File: src/rtl/sreg_pkg.sv
package sreg_pkg;

    localparam int ADDR_W     = 4;
    localparam int DATA_W     = 16;
    localparam int NREGS      = 1 << ADDR_W;
    localparam int SUB0_BITS  = 64;
    localparam int ADDR_POS   = 36;
    localparam int RW_POS     = ADDR_POS + ADDR_W;
    localparam int DATA_POS   = RW_POS + 1;
    localparam int DATA_LAST  = DATA_POS + DATA_W - 1;
    localparam int COMMIT_BIT = SUB0_BITS;
    localparam int RSP_W      = ADDR_W + 1 + DATA_W;

    typedef int unsigned             uint_t;
    typedef logic [ADDR_W-1:0]       addr_t;
    typedef logic [DATA_W-1:0]       data_t;
    typedef logic [SUB0_BITS-1:0]    word_t;

    // Field order matches the serial order: address, flag, data.
    typedef struct packed {
        addr_t addr;
        logic  write;
        data_t data;
    } cmd_t;

    typedef enum logic [2:0] {
        PH_IDLE,
        PH_LEAD,
        PH_ADDR,
        PH_RW,
        PH_DATA,
        PH_COMMIT,
        PH_TAIL
    } phase_e;

    // Classify the frame bit currently on the line.
    function automatic phase_e phase_of(input logic active, input uint_t b);
        phase_e p;
        if (!active)                    p = PH_IDLE;
        else if (b < uint_t'(ADDR_POS)) p = PH_LEAD;
        else if (b < uint_t'(RW_POS))   p = PH_ADDR;
        else if (b == uint_t'(RW_POS))  p = PH_RW;
        else if (b <= uint_t'(DATA_LAST)) p = PH_DATA;
        else if (b == uint_t'(COMMIT_BIT)) p = PH_COMMIT;
        else                            p = PH_TAIL;
        return p;
    endfunction

    // Frame bit n of subframe 0 sits at word index SUB0_BITS-1-n.
    function automatic word_t pack_sub0(input cmd_t c);
        word_t w;
        w = '0;
        w[SUB0_BITS-1-ADDR_POS -: ADDR_W] = c.addr;
        w[SUB0_BITS-1-RW_POS]             = c.write;
        w[SUB0_BITS-1-DATA_POS -: DATA_W] = c.data;
        return w;
    endfunction

endpackage

File: src/rtl/sreg_frame_timer.sv
module sreg_frame_timer #(
    parameter int FRAME_BITS = 128,
    parameter int CNT_W      = $clog2(FRAME_BITS)
) (
    input  logic             clk,
    input  logic             rst,
    input  logic             fsync,
    output logic             start,
    output logic             active,
    output logic [CNT_W-1:0] cnt,
    output logic             last
);
    localparam logic [CNT_W-1:0] LAST_IDX = CNT_W'(FRAME_BITS - 1);

    logic fsync_q;

    assign start = fsync & ~fsync_q;
    assign last  = active && (cnt == LAST_IDX);

    always_ff @(posedge clk) begin
        if (rst) begin
            fsync_q <= 1'b0;
            active  <= 1'b0;
            cnt     <= '0;
        end else begin
            fsync_q <= fsync;
            if (start) begin
                active <= 1'b1;
                cnt    <= '0;
            end else if (last) begin
                active <= 1'b0;
                cnt    <= '0;
            end else if (active) begin
                cnt <= cnt + 1'b1;
            end
        end
    end
endmodule

File: src/rtl/sreg_regfile.sv
module sreg_regfile
    import sreg_pkg::*;
(
    input  logic  clk,
    input  logic  rst,
    input  logic  we,
    input  addr_t waddr,
    input  data_t wdata,
    input  addr_t raddr,
    output data_t rdata
);
    logic [NREGS-1:0][DATA_W-1:0] rows;

    for (genvar i = 0; i < NREGS; i++) begin : g_row
        data_t q;
        always_ff @(posedge clk) begin
            if (rst)
                q <= '0;
            else if (we && (waddr == addr_t'(i)))
                q <= wdata;
        end
        assign rows[i] = q;
    end

    assign rdata = rows[raddr];
endmodule

File: src/rtl/sreg_host_port.sv
module sreg_host_port
    import sreg_pkg::*;
#(
    parameter int CNT_W = 7
) (
    input  logic             clk,
    input  logic             rst,
    input  logic             start,
    input  logic             active,
    input  logic [CNT_W-1:0] cnt,
    input  logic             last,
    input  logic             cmd_we,
    input  cmd_t             cmd_in,
    input  logic             ser_rx,
    output logic             ser_tx,
    output logic             rsp_valid,
    output cmd_t             rsp
);
    cmd_t             pend_q;
    word_t            tx_sh;
    logic [RSP_W-1:0] rx_sh;
    phase_e           ph;

    assign ph     = phase_of(active, uint_t'(cnt));
    assign ser_tx = active & tx_sh[SUB0_BITS-1];

    always_ff @(posedge clk) begin
        if (rst) begin
            pend_q    <= '0;
            tx_sh     <= '0;
            rx_sh     <= '0;
            rsp_valid <= 1'b0;
            rsp       <= '0;
        end else begin
            if (cmd_we)
                pend_q <= cmd_in;

            if (start)
                tx_sh <= pack_sub0(pend_q);
            else if (active)
                tx_sh <= {tx_sh[SUB0_BITS-2:0], 1'b0};

            if (ph inside {PH_ADDR, PH_RW, PH_DATA})
                rx_sh <= {rx_sh[RSP_W-2:0], ser_rx};

            rsp_valid <= 1'b0;
            if (last && !start) begin
                rsp       <= cmd_t'(rx_sh);
                rsp_valid <= 1'b1;
            end
        end
    end
endmodule

File: src/rtl/sreg_codec_engine.sv
module sreg_codec_engine
    import sreg_pkg::*;
#(
    parameter int CNT_W = 7
) (
    input  logic             clk,
    input  logic             rst,
    input  logic             start,
    input  logic             active,
    input  logic [CNT_W-1:0] cnt,
    input  logic             sdi,
    input  data_t            rd_data,
    output logic             sdo,
    output addr_t            rd_addr,
    output logic             wr_en,
    output addr_t            wr_addr,
    output data_t            wr_data
);
    addr_t  addr_q;
    logic   rw_q;
    data_t  hold_q;
    data_t  ret_sh;
    phase_e ph;

    assign ph = phase_of(active, uint_t'(cnt));

    always_ff @(posedge clk) begin
        if (rst) begin
            addr_q <= '0;
            rw_q   <= 1'b0;
            hold_q <= '0;
            ret_sh <= '0;
        end else if (start) begin
            rw_q <= 1'b0;            // drops a commit not yet reached
        end else begin
            case (ph)
                PH_ADDR: addr_q <= {addr_q[ADDR_W-2:0], sdi};
                PH_RW: begin
                    rw_q   <= sdi;
                    ret_sh <= rd_data;   // snapshot before any commit
                end
                PH_DATA: begin
                    hold_q <= {hold_q[DATA_W-2:0], sdi};
                    ret_sh <= {ret_sh[DATA_W-2:0], 1'b0};
                end
                default: ;
            endcase
        end
    end

    assign rd_addr = addr_q;
    assign wr_en   = (ph == PH_COMMIT) && rw_q;
    assign wr_addr = addr_q;
    assign wr_data = hold_q;

    always_comb begin
        case (ph)
            PH_ADDR: sdo = sdi;
            PH_DATA: sdo = ret_sh[DATA_W-1];
            default: sdo = 1'b0;
        endcase
    end
endmodule

File: src/rtl/sreg_engine.sv
module sreg_engine
    import sreg_pkg::*;
#(
    parameter int FRAME_BITS = 128,
    parameter int CNT_W      = $clog2(FRAME_BITS)
) (
    input  logic        clk,
    input  logic        rst,
    input  logic        fsync,
    input  logic        cmd_we,
    input  logic [3:0]  cmd_addr,
    input  logic        cmd_write,
    input  logic [15:0] cmd_wdata,
    output logic        ser_tx,
    output logic        ser_rx,
    output logic        rsp_valid,
    output logic [3:0]  rsp_addr,
    output logic        rsp_write,
    output logic [15:0] rsp_data
);
    logic             frm_start;
    logic             frm_active;
    logic [CNT_W-1:0] frm_cnt;
    logic             frm_last;
    logic             reg_we;
    addr_t            reg_waddr;
    data_t            reg_wdata;
    addr_t            reg_raddr;
    data_t            reg_rdata;
    cmd_t             cmd_in;
    cmd_t             rsp;

    assign cmd_in = '{addr: cmd_addr, write: cmd_write, data: cmd_wdata};

    sreg_frame_timer #(.FRAME_BITS(FRAME_BITS), .CNT_W(CNT_W)) u_timer (
        .clk(clk), .rst(rst), .fsync(fsync),
        .start(frm_start), .active(frm_active), .cnt(frm_cnt), .last(frm_last)
    );

    sreg_host_port #(.CNT_W(CNT_W)) u_host (
        .clk(clk), .rst(rst), .start(frm_start), .active(frm_active),
        .cnt(frm_cnt), .last(frm_last), .cmd_we(cmd_we), .cmd_in(cmd_in),
        .ser_rx(ser_rx), .ser_tx(ser_tx), .rsp_valid(rsp_valid), .rsp(rsp)
    );

    sreg_codec_engine #(.CNT_W(CNT_W)) u_codec (
        .clk(clk), .rst(rst), .start(frm_start), .active(frm_active),
        .cnt(frm_cnt), .sdi(ser_tx), .rd_data(reg_rdata), .sdo(ser_rx),
        .rd_addr(reg_raddr), .wr_en(reg_we), .wr_addr(reg_waddr),
        .wr_data(reg_wdata)
    );

    sreg_regfile u_regs (
        .clk(clk), .rst(rst), .we(reg_we), .waddr(reg_waddr),
        .wdata(reg_wdata), .raddr(reg_raddr), .rdata(reg_rdata)
    );

    assign rsp_addr  = rsp.addr;
    assign rsp_write = rsp.write;
    assign rsp_data  = rsp.data;
endmodule

File: config.mk
export PLATFORM = sky130hd
export DESIGN_NAME = sreg_engine
export DESIGN_NICKNAME = d
export VERILOG_FILES = /design/src/rtl/sreg_pkg.sv /design/src/rtl/sreg_frame_timer.sv /design/src/rtl/sreg_regfile.sv /design/src/rtl/sreg_host_port.sv /design/src/rtl/sreg_codec_engine.sv /design/src/rtl/sreg_engine.sv
export SDC_FILE = /design/constraint.sdc
export NUM_CORES = 1
export LEC_CHECK = 0
export ABC_AREA = 1
export BUFFER_PORTS_ARGS = -buffer_cell sky130_fd_sc_hd__buf_2
export CORE_AREA = 2 2 181 183
export CTS_CLUSTER_SIZE = 12
export DETAILED_ROUTE_END_ITERATION = 8
export DIE_AREA = 0 0 183 185
export HOLD_SLACK_MARGIN = 0.1
export PLACE_DENSITY = 0.72
export RECOVER_POWER = 50
export SYNTH_ARGS = -nofsm -noshare
export SYNTH_HDL_FRONTEND = slang
export SYNTH_SLANG_ARGS = --single-unit
File: constraint.sdc
create_clock -name clk -period 3.4 [get_ports clk]
set_input_delay 0.17 -clock clk [delete_from_list [all_inputs] [get_ports clk]]
set_output_delay 0.17 -clock clk [all_outputs]
set_load 0.02 [all_outputs]
---- Word-level counts from Yosys, hierarchy flattened ----
Index checks and enable logic that the tools add are counted.
storage, ports and cells
  flip-flop bits (word level) ............. 423
  bits of input ports ..................... 25
  output and inout port bits .............. 24
  word-level logic and storage cells ...... 109
operators by class
  add/subtract/negate cells ............... 1
  $lt $le $gt $ge ......................... 4
  equality and inequality tests ........... 22
  multiplexer cells ....................... 15
  bitwise operators ....................... 4
  reductions and logical operators ........ 30
operator list
  cell                                                                           number
  16-bit binary-select mux with 4-bit select                                     1
  28-bit 2-to-1 mux                                                              2
  4-bit equality test (second input constant)                                    8
  16-bit case mux with 2 select lines                                            1
  1-bit logical AND                                                              19
  4-bit by 3-bit equality test with 1-bit output (second input constant)         4
  16-bit 2-to-1 mux                                                              1
  3-bit 2-to-1 mux                                                               5
  7-bit equality test (second input constant)                                    2
  7-bit by 6-bit less-than comparator with 1-bit output (second input constant)  2
  4-bit by 2-bit equality test with 1-bit output (second input constant)         2
  7-bit by 1-bit adder with 7-bit output (second input constant)                 1
  7-bit by 6-bit equality test with 1-bit output (second input constant)         1
  7-bit by 6-bit <= comparator with 1-bit output (second input constant)         1
  3-bit by 2-bit equality test with 1-bit output (second input constant)         2
  3-bit equality test (second input constant)                                    2
  2-bit AND reduction                                                            3
  2-bit nonzero test                                                             3
  4-bit by 5-bit less-than comparator with 1-bit output (second input constant)  1
  4-bit by 1-bit equality test with 1-bit output (second input constant)         1
  4-bit zero test                                                                1
  1-bit 2-to-1 mux                                                               3
  3-bit nonzero test                                                             1
  3-bit OR reduction                                                             1
  other kinds (6)                                                                8

---- Depth between registers and ports, before layout ----
  word-level depth ........................ 10
  mapped depth ............................ 16
  mapped depth without buffers ............ 15

---- Modules after synthesis ----
From an unflattened synthesis, not the netlist that was laid out.
unflattened totals
  cells, all modules ...................... 2812
  area total of the unflattened synthesis .. 19178.4 um2
by module, submodules not included
  module             instances  cells each  area an instance (um2)  sequential area each (um2)
  sreg_regfile       1          1888        12301.8                 5124.9
  sreg_host_port     1          570         4476.8                  2422.3
  sreg_codec_engine  1          296         1949.4                  740.7
  sreg_frame_timer   1          58          450.4                   180.2

---- Worst setup path before layout ----
Ideal clock, no wire load.
  path kind ............................... flip-flop to flip-flop
  from .................................... register u_timer.cnt[0]
  to ...................................... register u_host.rx_sh[0]
  setup time .............................. 65 ps
  arrival ................................. 1935 ps
  data required time ...................... 3335 ps
  slack ................................... 1400 ps
  stages on the path, launching flop included .. 15
  buffers on the path ..................... 0
  clock period less this slack ............ 2000 ps
  cells stage by stage .................... dfxtp_1 > inv_1 > ha_1 > inv_1 > nor2_1 > inv_1 > nand2_1 > nand2_1 > nand2_1 > nand3_1 > inv_2 > nand2_2 > o21ai_0 > nor2_1 > nor2_1
between the ends
  word-level cells in the longest chain between the ends .. 9
  elaborated cells on any way between the ends .. 16
  those cells by class .................... order compare (3); eq/ne (5); mux (7); reduce/logical (1)
ends and longest elaborated chain
  element                                                                                                 RTL line                 text
  from (decl)                                                                                             sreg_frame_timer.sv:10   output logic [CNT_W-1:0] cnt,
  from (signal assigned)                                                                                  sreg_frame_timer.sv:34   cnt <= cnt + 1'b1;
  parallel branches: the longest is 5 deep, another holds 7-bit by 6-bit <= comparator with 1-bit output  -
  3-bit 2-to-1 mux (*)                                                                                    sreg_pkg.sv:40           else if (b < uint_t'(ADDR_POS)) p = PH_LEAD;
  3-bit 2-to-1 mux (*)                                                                                    sreg_pkg.sv:39           if (!active) p = PH_IDLE;
  3-bit equality test or 3-bit by 2-bit equality test with 1-bit output (tied branches)                   sreg_codec_engine.sv:57  case (ph)
  1-bit case mux with 2 select lines (*)                                                                  sreg_codec_engine.sv:57
  named net ser_rx                                                                                        sreg_engine.sv:15        output logic ser_rx,
  to (signal assigned)                                                                                    sreg_host_port.sv:44     rx_sh <= {rx_sh[RSP_W-2:0], ser_rx};
  to (decl)                                                                                               sreg_host_port.sv:21     logic [RSP_W-1:0] rx_sh;
Mark *: on every way through the listed nets, which the timed path passes.
A chain may end at the register's enable or synchronous reset.

---- Final worst setup path ----
  from .................................... register u_timer.cnt[0]
  to ...................................... output ser_rx
between the ends
  word-level cells in the longest chain between the ends .. 9
  elaborated cells on any way between the ends .. 14
  those cells by class .................... order compare (3); eq/ne (4); mux (7)
ends and longest elaborated chain
  element                                                                                                 RTL line
  parallel branches: the longest is 5 deep, another holds 7-bit by 6-bit <= comparator with 1-bit output  -
  3-bit 2-to-1 mux (*)                                                                                    sreg_pkg.sv:40
  3-bit 2-to-1 mux (*)                                                                                    sreg_pkg.sv:39
  3-bit equality test or 3-bit by 2-bit equality test with 1-bit output (tied branches)                   sreg_codec_engine.sv:57
  1-bit case mux with 2 select lines (*)                                                                  sreg_codec_engine.sv:57
  to (decl)                                                                                               sreg_engine.sv:15
Mark *: on every way between the ends.

==> run metrics <==
met2 routed WL=23500 um; commonest non-fill, non-tap cell in the layout=nand2_1; filler cell count=2955; Die ar.=0.0339 mm^2; ant diodes=0; die width=183 um; max capacitance violation total=2; Inserted Clock Buffers=44; Detailed Route Iter0 Violations=2087; All-Layer GR Usage=30.8%; layout cells sized above 1=5.68%; Final period util=87.6%; initial antenna violation count=0; # rows=66; Ys Warns=0; WL per Instance=17.7 um; # IOs=49; GPL Wtd Cong=0.936; final hold violations=0; Cell variety after synth=29; H-tree depth=2; failing checks=max-capacitance violations, max-slew violations; placed insts=2866; Peak VDD IR=454 uV; clk_lat worst skew=550 ps; CP required=3230 ps; final antenna-violating net count=0; CTS Sinks=423; count of input and output buffers=48; Worst Hold Depth=3; DRC errors left=0; Leakage=0.00721 uW; crit end category=output port; Clock Root Buffer=clkbuf_16; Max Used Layer=met4; vias=17.6k; PD cells=494 mW/mm^2; Synth top area share=46.4%; critical path peak fanout=16; CP Class=reg -> out; Routed met3 length=4420 um; worst r2r path cells=12; largest net degree at the start of global routing=113; Startpoint Class=flop; EDFF count, synth=0; cell taking the most area after synthesis=dfxtp_1; reg-to-reg endpoint=u_regs.g_row[3].q[15]$_SDFFE_PP0P_; final net count=2553; Mapped Cells=2601; Worst-Margin Slew=1600 ps; vias per inst=5.95; Synth Register Bits=423; final slew viol count=98; sequential fraction of the synthesis area=46.4%; Arrival @ worst endpoint=2810 ps; RSZ-0062 raised after global routing=false; Slew headroom=-6.40%; Synth area leaders=dfxtp_1 (46%), nand2_1 (13%), nand3_1 (13%), a21oi_1 (8.4%), nor2_1 (4.5%); clock slew at reported path FFs=60 ps; maximum clock frequency=0.336 GHz; hold wc startpoint=cmd_we; Final Critical Period=2980 ps; async set or reset register ratio after synthesis=0%; Core Box Area=0.0320 mm^2; hold crit path type=in -> reg; commonest cells after routing, fill and taps aside=nand2_1 (656), nand3_1 (463), dfxtp_1 (421), a21oi_1 (305), nor2_1 (220); Reg2Reg Setup Slack=460 ps; Initial Util=57.0%; worst hold slack=123 ps; post-DP HPWL=29500 um; Post-Syn Nets=2628; clock skew=22.1 ps; Top FF cell, synth=dfxtp_1; Critical R2R Launch=u_timer.cnt[0]$_SDFFE_PP0P_; total grt overflow=0; length of the first detailed-routing pass in iterations=5; Final setup viols=0; vias in the first global route=16.2k; routed metal-1 wirelength=22000 um; syn_area_per_cell=7.02 um^2; TNS Setup=0 ps; area grow syn2layout=8.50%; WHS Endpoint=u_host.pend_q[20]$_SDFFE_PP0P_; outcome=finished, violations left; first-pass GRT wire length=85300 um; deepest clock path buffer count=3; TritonCTS clock tree=yes; Post-Route WL=52300 um; non-filler cells, final=2961; final core utilization=61.8%; Post-CTS Setup Bufs=0; synthesized area=0.0183 mm^2; Die Ht=185 um
## synthesized netlist by cell type (2+ instances only)
| cell type | count |
|---|---|
| nand4_1 | 60 |
| nand3_1 | 462 |
| inv_1 | 70 |
| o21ai_1 | 32 |
| buf_6 | 13 |
| nor2_1 | 220 |
| nor2_2 | 8 |
| o21ai_0 | 75 |
| nor2_4 | 3 |
| buf_4 | 15 |
| dfxtp_1 | 423 |
| buf_1 | 32 |
| a21oi_1 | 305 |
| nand2_1 | 656 |
| inv_2 | 5 |
| clkinv_1 | 2 |
| a31oi_1 | 20 |
| nand2_2 | 3 |
| nor3_1 | 18 |
| ha_1 | 2 |
| clkbuf_1 | 131 |
| buf_2 | 39 |
## flip-flops by register name (all words and copies together) (netlist names)
register and cells:
u_codec.rd_addr 4, u_codec.ret_sh 16, u_codec.rw_q 1, u_codec.wr_data 16
u_host.pend_q 21, u_host.rsp 21, u_host.rsp_valid 1, u_host.rx_sh 21
u_host.tx_sh 57, u_regs.g_row.q 256, u_timer.active 1, u_timer.cnt 7
u_timer.fsync_q 1
## layout make-up
type	count	area (um^2)	share of cell area, %
Tap cell	408	510	2.58
Clock inverter	5	43.8	0.221
Sequential cell	423	8470	42.8
Inverter	77	292	1.47
Multi-Input combinational cell	1870	8430	42.6
Clock buffer	68	1290	6.52
Timing Repair Buffer	110	769	3.88
## logic make-up after synthesis
group / after synthesis / share of synthesized area [%]
buf+inv: 308 / 7.45
xor+xnor: 2 / 0.0959
fa+ha+maj: 2 / 0.137
simple gates: 1434 / 34.0
flops: 423 / 46.4
compound gates: 432 / 12.0
## metal layers
metal / GRT usage, % / vias to the layer above
li1: - / 8479
met1: 42.0 / 8240
met2: 48.4 / 773
met3: 4.70 / 139
met4: 14.2 / 0
met5: 0 / -
## worst max-delay path by stage
stage / from / to / slack [ps] / cells past startpoint
final: u_timer.cnt[0]$_SDFFE_PP0P_ / ser_rx / 420 / 12
after CTS: u_timer.cnt[0]$_SDFFE_PP0P_ / ser_rx / 460 / 13
after global routing: u_timer.cnt[0]$_SDFFE_PP0P_ / u_codec.wr_data[3]$_SDFFE_PP0P_ / 230 / 14
after floorplan: u_timer.cnt[0]$_SDFFE_PP0P_ / u_host.rx_sh[0]$_SDFFE_PP0P_ / 1400 / 14
after detailed placement: u_timer.cnt[0]$_SDFFE_PP0P_ / u_regs.g_row[3].q[3]$_SDFFE_PP0P_ / 590 / 12
after global placement: u_timer.cnt[0]$_SDFFE_PP0P_ / u_regs.g_row[3].q[5]$_SDFFE_PP0P_ / 650 / 12
## worst max-delay path, cell delays in order, from the launching register on
cell and delay (ps):
dfxtp_1 360, inv_1 70, ha_1 190, inv_1 50
nor2_1 60, nand3_1 160, nand3_1 170, inv_1 80
nand2_1 70, inv_2 260, nand2_2 170, o21ai_0 360
buf_2 250
## metrics by stage
step                cell area [um^2]  total power (uW)  setup WS [ps]
floorplan                      18300              5280           1400
CTS                            19900              9830            458
global route                   19800             10100            225
detailed placement             18300              5340            593
global placement               18300              5340            647
finish                         19800              9780            420
## report_power, final
part / internal, uW / switching (uW) / leakage (uW)
Clock: 2600 / 1930 / 0.000654
Sequential: 4990 / 17.5 / 0.00342
Combinational: 70.4 / 171 / 0.00314
Total: 7660 / 2120 / 0.00721
## timing repair
action,in CTS,in global routing
endpoints found under the hold margin,22,0
resized for setup,0,0
hold buffers,22,0
Power figures use the tool's default switching activity.
